## config.mk

```make
export PLATFORM = sky130hd
export DESIGN_NAME = wfi_power_seq
export DESIGN_NICKNAME = d
export VERILOG_FILES = /design/src/rtl/wps_pkg.sv /design/src/rtl/wps_delay_ctr.sv /design/src/rtl/wps_fsm.sv /design/src/rtl/wps_out_dec.sv /design/src/rtl/wfi_power_seq.sv
export SDC_FILE = /design/constraint.sdc
export NUM_CORES = 1
export LEC_CHECK = 0
export ABC_CLOCK_PERIOD_IN_PS = 4090
export CAP_MARGIN = 20
export CORE_MARGIN = 1
export CORE_UTILIZATION = 45
export DETAILED_ROUTE_END_ITERATION = 16
export DONT_BUFFER_PORTS = 1
export PLACE_DENSITY = 0.59
export SETUP_SLACK_MARGIN = 0.05
export SKIP_CTS_REPAIR_TIMING = 1
export SYNTH_ARGS = -nofsm -noshare
export SYNTH_HDL_FRONTEND = slang
export SYNTH_SLANG_ARGS = --single-unit
```

## constraint.sdc

```tcl
create_clock -name clk -period 4.09 [get_ports clk]
set_input_delay 0 -clock clk [delete_from_list [all_inputs] [get_ports clk]]
set_output_delay 0 -clock clk [all_outputs]
set_load 0.005 [all_outputs]
```

## src/rtl/wps_pkg.sv

```systemverilog
package wps_pkg;
    typedef enum logic [2:0] {
        ST_RUN     = 3'd0,
        ST_WAIT    = 3'd1,
        ST_PUSH    = 3'd2,
        ST_SERVICE = 3'd3,
        ST_DELAY   = 3'd4,
        ST_FETCH   = 3'd5
    } wps_state_t;

    localparam logic [1:0] MASK_ALL_ON = 2'b10;
endpackage

```

## src/rtl/wps_delay_ctr.sv

```systemverilog
module wps_delay_ctr #(
    parameter int DELAY_CYCLES = 4096,
    localparam int CNT_W = (DELAY_CYCLES > 2) ? $clog2(DELAY_CYCLES) : 1
) (
    input  logic clk,
    input  logic rst_n,
    input  logic run,
    output logic done
);
    localparam logic [CNT_W-1:0] LAST = CNT_W'(DELAY_CYCLES - 1);

    logic [CNT_W-1:0] cnt;

    always_ff @(posedge clk or negedge rst_n) begin
        if (!rst_n)
            cnt <= '0;
        else if (!run || cnt == LAST)
            cnt <= '0;
        else
            cnt <= cnt + 1'b1;
    end

    assign done = run && (cnt == LAST);

    // the count advances by one every cycle of the delay
    p_cnt_step_r6: assert property (@(posedge clk) disable iff (!rst_n)
        (run && !done) |=> (cnt == CNT_W'($past(cnt) + 1'b1)));
    // the count starts from zero on each fresh entry to the delay
    p_cnt_start_r6: assert property (@(posedge clk) disable iff (!rst_n)
        !run |=> (cnt == '0));
endmodule

```

## src/rtl/wps_fsm.sv

```systemverilog
module wps_fsm
    import wps_pkg::*;
(
    input  logic       clk,
    input  logic       rst_n,
    input  logic       wfi_stb,
    input  logic       irq_req,
    input  logic       rst_req,
    input  logic       delay_done,
    output wps_state_t state
);
    wps_state_t nxt;

    always_ff @(posedge clk or negedge rst_n) begin
        if (!rst_n)
            state <= ST_RUN;
        else
            state <= nxt;
    end

    always_comb begin
        nxt = state;
        unique case (state)
            ST_RUN:     if (rst_req) nxt = ST_DELAY;
                        else if (wfi_stb) nxt = ST_WAIT;
            ST_WAIT:    if (rst_req) nxt = ST_DELAY;
                        else if (irq_req) nxt = ST_PUSH;
            ST_PUSH:    nxt = rst_req ? ST_DELAY : ST_SERVICE;
            ST_SERVICE: nxt = rst_req ? ST_DELAY : ST_RUN;
            ST_DELAY:   if (delay_done) nxt = ST_FETCH;
            ST_FETCH:   nxt = rst_req ? ST_DELAY : ST_RUN;
            default:    nxt = ST_RUN;
        endcase
    end

    // wait strobe in run enters wait
    p_wfi_enter_r2: assert property (@(posedge clk) disable iff (!rst_n)
        (state == ST_RUN && wfi_stb && !rst_req) |=> (state == ST_WAIT));
    // reset beats interrupt in wait
    p_rst_priority_r7: assert property (@(posedge clk) disable iff (!rst_n)
        (state == ST_WAIT && rst_req && irq_req) |=> (state == ST_DELAY));
    // wait held with no wake cause
    p_wait_hold_r4: assert property (@(posedge clk) disable iff (!rst_n)
        (state == ST_WAIT && !rst_req && !irq_req) |=> (state == ST_WAIT));
endmodule

```

## src/rtl/wps_out_dec.sv

```systemverilog
module wps_out_dec
    import wps_pkg::*;
(
    input  wps_state_t state,
    output logic       cpu_clk_en,
    output logic       osc_en,
    output logic       periph_clk_en,
    output logic       mask_force,
    output logic [1:0] mask_val,
    output logic       push_stat,
    output logic       svc_irq,
    output logic       fetch_vec,
    output logic       delay_busy
);
    always_comb begin
        cpu_clk_en    = 1'b1;
        osc_en        = 1'b1;
        periph_clk_en = 1'b1;
        mask_force    = 1'b0;
        mask_val      = 2'b00;
        push_stat     = 1'b0;
        svc_irq       = 1'b0;
        fetch_vec     = 1'b0;
        delay_busy    = 1'b0;
        unique case (state)
            ST_RUN:     ;
            ST_WAIT: begin
                cpu_clk_en = 1'b0;
                mask_force = 1'b1;
                mask_val   = MASK_ALL_ON;
            end
            ST_PUSH:    push_stat = 1'b1;
            ST_SERVICE: svc_irq = 1'b1;
            ST_DELAY: begin
                cpu_clk_en = 1'b0;
                delay_busy = 1'b1;
            end
            ST_FETCH:   fetch_vec = 1'b1;
            default:    ;
        endcase
    end
endmodule

```

## src/rtl/wfi_power_seq.sv

```systemverilog
module wfi_power_seq
    import wps_pkg::*;
#(
    parameter int DELAY_CYCLES = 4096
) (
    input  logic       clk,
    input  logic       rst_n,
    input  logic       wfi_stb,
    input  logic       irq_req,
    input  logic       rst_req,
    output logic       cpu_clk_en,
    output logic       osc_en,
    output logic       periph_clk_en,
    output logic       mask_force,
    output logic [1:0] mask_val,
    output logic       push_stat,
    output logic       svc_irq,
    output logic       fetch_vec,
    output logic       delay_busy
);
    wps_state_t state;
    logic       delay_done;
    logic       in_delay;

    assign in_delay = (state == ST_DELAY);

    wps_fsm u_fsm (
        .clk        (clk),
        .rst_n      (rst_n),
        .wfi_stb    (wfi_stb),
        .irq_req    (irq_req),
        .rst_req    (rst_req),
        .delay_done (delay_done),
        .state      (state)
    );

    wps_delay_ctr #(.DELAY_CYCLES(DELAY_CYCLES)) u_ctr (
        .clk   (clk),
        .rst_n (rst_n),
        .run   (in_delay),
        .done  (delay_done)
    );

    wps_out_dec u_dec (
        .state         (state),
        .cpu_clk_en    (cpu_clk_en),
        .osc_en        (osc_en),
        .periph_clk_en (periph_clk_en),
        .mask_force    (mask_force),
        .mask_val      (mask_val),
        .push_stat     (push_stat),
        .svc_irq       (svc_irq),
        .fetch_vec     (fetch_vec),
        .delay_busy    (delay_busy)
    );

    // push is always followed by service
    p_push_then_svc_r5: assert property (@(posedge clk) disable iff (!rst_n)
        (push_stat && !rst_req) |=> svc_irq);
    // end of the busy window is the vector fetch
    p_fetch_after_delay_r6: assert property (@(posedge clk) disable iff (!rst_n)
        $fell(delay_busy) |-> fetch_vec);
    // reset outside the delay starts it
    p_rst_enters_delay_r8: assert property (@(posedge clk) disable iff (!rst_n)
        (!delay_busy && rst_req) |=> delay_busy);
    // wake strobes never overlap
    p_strobes_single_r5: assert property (@(posedge clk) disable iff (!rst_n)
        $onehot0({push_stat, svc_irq, fetch_vec, delay_busy}));
    // mask override only with the CPU clock gated
    p_mask_gated_r3: assert property (@(posedge clk) disable iff (!rst_n)
        mask_force |-> (!cpu_clk_en && mask_val == 2'b10));
endmodule

```

======== Word-level counts from Yosys, hierarchy flattened ========
Index checks and enable logic that the tools add are counted.
operators by class
  reductions and logical operators ........ 7
  equal/unequal tests ..................... 9
  multiplexer cells ....................... 16
  $add $sub $neg .......................... 1
operator list
  operator                                        number
  2-to-1 mux 3 bit                                7
  one-hot mux 3 bit (5 select lines)              1
  adder 12 x 1 -> 12 bit (second input constant)  1
  == test 12 bit (second input constant)          1
  2-to-1 mux 12 bit                               1
  == test 3 x 2 -> 1 bit (second input constant)  2
  == test 3 bit (second input constant)           2
  2-to-1 mux 1 bit                                6
  inequality test 3 bit (second input constant)   2
  OR reduction 2 bit                              2
  == test 3 x 1 -> 1 bit (second input constant)  1
  zero test 3 bit                                 1
  AND reduction 3 bit                             1
  2-to-1 mux 2 bit                                1
  inequality test 2 bit (second input constant)   1
  logical AND 1 bit                               1
  zero test 1 bit                                 1
  logical OR 1 bit                                1
word-level totals
  output and inout bits ................... 10
  bits in registers ....................... 15
  word-level logic and storage cells ...... 35

======== Depth between registers and ports, before layout ========
  depth in word-level cells ............... 4
  depth in mapped cells ................... 6
  depth with buffers taken out ............ 5

======== Cells and area by module ========
A second synthesis with hierarchy kept.
unflattened totals
  cells, all modules ...................... 87
  area total of the unflattened synthesis .. 847.1 µm²
modules (own cells, without submodules)
  module         area an instance (µm²)  times used  cells an instance
  wps_delay_ctr  600.6                   1           59
  wps_fsm        138.9                   1           14
  wps_out_dec    95.1                    1           13
  wfi_power_seq  12.5                    1           1

======== Worst setup path after synthesis ========
No wires, ideal clock.
  kind .................................... reg2reg
  start point ............................. register u_ctr.cnt[1]
  end point ............................... register u_ctr.cnt[10]
  path buffers ............................ 0
  required time ........................... 4.012 ns
  arrival ................................. 1.463 ns
  cell stages (with the launch flop) ...... 5
  slack ................................... 2.549 ns
  cells stage by stage .................... dfrtp_1 ha_1 inv_1 or4_1 a21oi_1
on the way
  longest elaborated chain between the ends .. 3
ends and longest elaborated chain
  what                                                            RTL line             RTL
  start: declaration                                              wps_delay_ctr.sv:12  logic [CNT_W-1:0] cnt;
  start signal: assignment                                        wps_delay_ctr.sv:20  cnt <= cnt + 1'b1;
  branches (longest 2 deep; another with adder 12 x 1 -> 12 bit)  n/a
  2-to-1 mux 12 bit *                                             wps_delay_ctr.sv:17  else if (!run || cnt == LAST)
Every way passes the cells marked *.
A chain may end at the register's enable or synchronous reset.

======== Final worst setup path ========
  start point ............................. register u_ctr.cnt[0]
  end point ............................... register u_fsm.state[0]
on the way
  longest elaborated chain between the ends .. 4
ends and longest elaborated chain
  what                                    RTL line             RTL
  == test 12 bit                          wps_delay_ctr.sv:23  assign done = run && (cnt == LAST);
  logical AND 1 bit                       wps_delay_ctr.sv:23
  inequality test 2 bit (no source line)  n/a
  AND reduction 3 bit (no source line)    n/a
  end signal: assignment                  wps_fsm.sv:18        state <= nxt;
  end: declaration                        wps_fsm.sv:10        output wps_state_t state
Every way passes these cells.

==> results.py <==
metrics = {
    "timing": {
        "fmax_mhz": 438,
        "setup_violations": 0,
        "worst_clock_skew_ps": 1.57,
        "rsz0062_at_grt": "no",
        "setup_ws_ps": 1810,
        "slew_headroom_pct": 53.2,
        "tightest_slew_ps": 699,
        "final.setup.tns_ps": 0,
        "slew_viol_final": 0,
        "holdWs_ps": 200,
        "timing.final.crit_share_pct": 55.8,
        "period_needed_ps": 2280,
        "hold_viol_final": 0,
    },
    "logic_synthesis": {
        "avgSynthCellArea_um2": 9.81,
        "async_reset_ff_share_pct": 100,
        "yosysSeqAreaShare_pct": 43.0,
        "synth_edf_count": 0,
        "synth.yosys.warnings": 0,
        "synth_seq_cells": 15,
        "ys_types": 39,
        "synth_flop_cell": "dfrtp_1",
        "synth_area_um2": 873,
        "synth_cells": 89,
    },
    "drt": {
        "postRouteAntennaNets": 0,
        "viasPerCell": 5.75,
        "drc": 0,
        "drt_wl_total_um": 1640,
        "wire_per_inst_um": 14.2,
        "vias": 667,
        "first_iter_violations": 7,
        "dr.pass1.iters": 3,
    },
    "global_routing": {
        "use_met1_pct": 25.4,
        "met3_usage_pct": 4.71,
        "grt_antenna_before_repair": 0,
        "grt_pass1_vias": 568,
        "gr-usage-all-layers_pct": 17.7,
        "grt_max_degree": 16,
        "grt_pass1_wl_um": 2570,
        "grt_busiest_layer": "met1",
        "overflow": 0,
        "use_met2_pct": 24.2,
    },
    "power_and_ir_drop": {
        "p_clk_share_pct": 20.1,
        "switching_share_pct": 38.8,
        "p_leak_nw": 0.374,
        "vdd_drop_max_uv": 280,
        "power.switching_mw": 0.166,
        "power_density_nw_per_um2": 459,
        "intPower_mw": 0.262,
        "power_frac_seq_pct": 50.1,
        "combPwrFrac_pct": 29.8,
    },
    "setup_path": {
        "crit_path_max_fanout": 9,
        "crit_path_end_kind": "flop",
        "critPathMaxStageDelay_ps": 560,
        "crit_path_top_delay_cell": "dlygate4sd3_1",
        "worst_setup_path_start_kind": "flop",
        "cp.required_ps": 4310,
        "crit_buf_inv": 2,
        "critPathTopFamily": "buffers and inverters",
        "crit_path_cell_trace": "ha_1 > inv_1 > nor4_4 > a2bb2oi_1 > dlygate4sd3_1",
        "worstSetupPathType": "reg2reg",
        "crit_arrival_ps": 2510,
    },
    "clock_network": {
        "cts_sinks": 15,
        "clkLatencyLatePin_ps": 280,
        "cts_buffers": 3,
        "cts_root_buffer": "clkbuf_4",
        "cts_tree": "built",
        "htree_levels": 1,
        "cts_buffer_depth": 2,
        "path_clk_slew_ps": 90,
    },
    "die": {
        "die_w_um": 46.1,
        "ioPinCount": 15,
        "core_um2": 1760,
        "initial_utilization_pct": 49.5,
        "die_area_um2": 2120,
        "die_h_um": 46.1,
        "floorplan.rows": 15,
    },
    "place": {
        "io_buffers": 0,
        "dp_hpwl_um": 1080,
        "place_ws_ps": 2310,
        "gp_congestion": 0.737,
    },
    "hold_path": {
        "holdCritPathClass": "in2async",
    },
    "final_layout": {
        "drive_gt1_share_pct": 8.79,
        "num_antenna_cells": 0,
        "area.growth.synth_to_final_pct": 6.59,
        "final_net_count": 98,
    },
    "outcome": {
        "status": "finished clean",
    },
    "flow_run": {
        "cap_viol_max_count": 0,
    },
}
==> synthesized netlist by cell type, types with 2 or more instances <==
cell type | count | area share (%)
nand2b_1 | 3 | 2.1
conb_1 | 2 | 0.86
nor3b_1 | 3 | 2.6
dfrtp_1 | 15 | 43
clkbuf_1 | 2 | 0.86
xor2_1 | 2 | 2.0
a21oi_1 | 6 | 3.4
nand4_1 | 2 | 1.4
o21ai_0 | 3 | 1.7
or4_1 | 3 | 2.6
nor2_1 | 4 | 1.7
o31ai_1 | 3 | 2.6
nand3_1 | 4 | 2.3
nand2_1 | 4 | 1.7
and3b_1 | 2 | 2.0
inv_1 | 2 | 0.86
buf_4 | 4 | 3.4
o41ai_1 | 2 | 2.0
nor3_1 | 3 | 1.7
==> logic make-up (layout without fill, tap and decap cells) <==
family          after synthesis  count (layout)  synth area share, %
compound gates               22              22                 17.6
other cells                   2               3                0.860
flops                        15              15                 43.0
fa+ha+maj                     1               1                 1.43
buf+inv                      10              11                 7.02
xor+xnor                      3               3                 3.01
simple gates                 36              36                 27.1
==> sequential cells by signal, indices dropped and copies added, names as in the netlist <==
name,count
u_ctr.cnt,12
u_fsm.state,3
==> area by class of cell <==
type	count	area, µm²
fill	179	833
multi-input combinational	65	440
sequential	15	375
timing repair buffer	5	50.0
tap	25	31.3
clock buffer	4	26.3
inverter	2	7.51
==> power by group through the flow <==
| stage | Clock [mW] | Sequential, mW | Combinational, mW |
|---|---|---|---|
| 6_report | 0.0860 | 0.214 | 0.127 |
| 3_5_place_dp | 0 | 0.217 | 0.112 |
| 2_1_floorplan | 0 | 0.195 | 0.118 |
| 4_1_cts | 0.0892 | 0.214 | 0.113 |
| 5_1_grt | 0.100 | 0.220 | 0.145 |
| 3_3_place_gp | 0 | 0.216 | 0.112 |
==> worst paths after layout <==
path,startpoint,end,slack [ps],cells after the start
min in group clk,irq_req,u_fsm.state[1],430,3
max in group asynchronous,rst_n,u_ctr.cnt[4],3450,1
setup / recovery,u_ctr.cnt[0],u_fsm.state[0],1810,5
hold reg to reg,u_ctr.cnt[5],u_ctr.cnt[5],520,1
setup reg to reg,u_ctr.cnt[0],u_fsm.state[0],1810,5
hold / removal,rst_n,u_ctr.cnt[8],200,1
==> cell usage in the layout, fill, tap and decap left out, types with 2 or more instances in the layout <==
cell type      netlist  final
nor2_1               4      4
o21ai_0              3      3
nand3_1              4      4
dlygate4sd3_1        0      5
o41ai_1              2      2
xor2_1               2      2
inv_1                2      2
nand4_1              2      2
nor3_1               3      3
dfrtp_1             15     15
nand2b_1             3      3
clkbuf_4             0      3
and3b_1              2      2
nor3b_1              3      3
conb_1               2      3
a21oi_1              6      6
o31ai_1              3      3
or4_1                3      3
nand2_1              4      4
==> routing by layer <==
metal  share of wire (%)  wire length (µm)  vias to the layer above
met3                 3.1                51                        2
met4                0.85                14                        0
li1                    -                 -                      335
met5                   0                 0                        -
met1                  51               845                      316
met2                  45               733                       14
==> stage by stage <==
stage / util [%] / std cells / total power [mW] / area, µm²
floorplan: - / 90 / 0.312 / 877
global placement: 48.4 / 107 / 0.328 / 855
detailed placement: 48.4 / 107 / 0.329 / 855
CTS: 49.9 / 111 / 0.416 / 881
global route: 52.8 / 116 / 0.465 / 931
finish: 52.8 / 116 / 0.428 / 931
(Power assumes the default switching activity.)
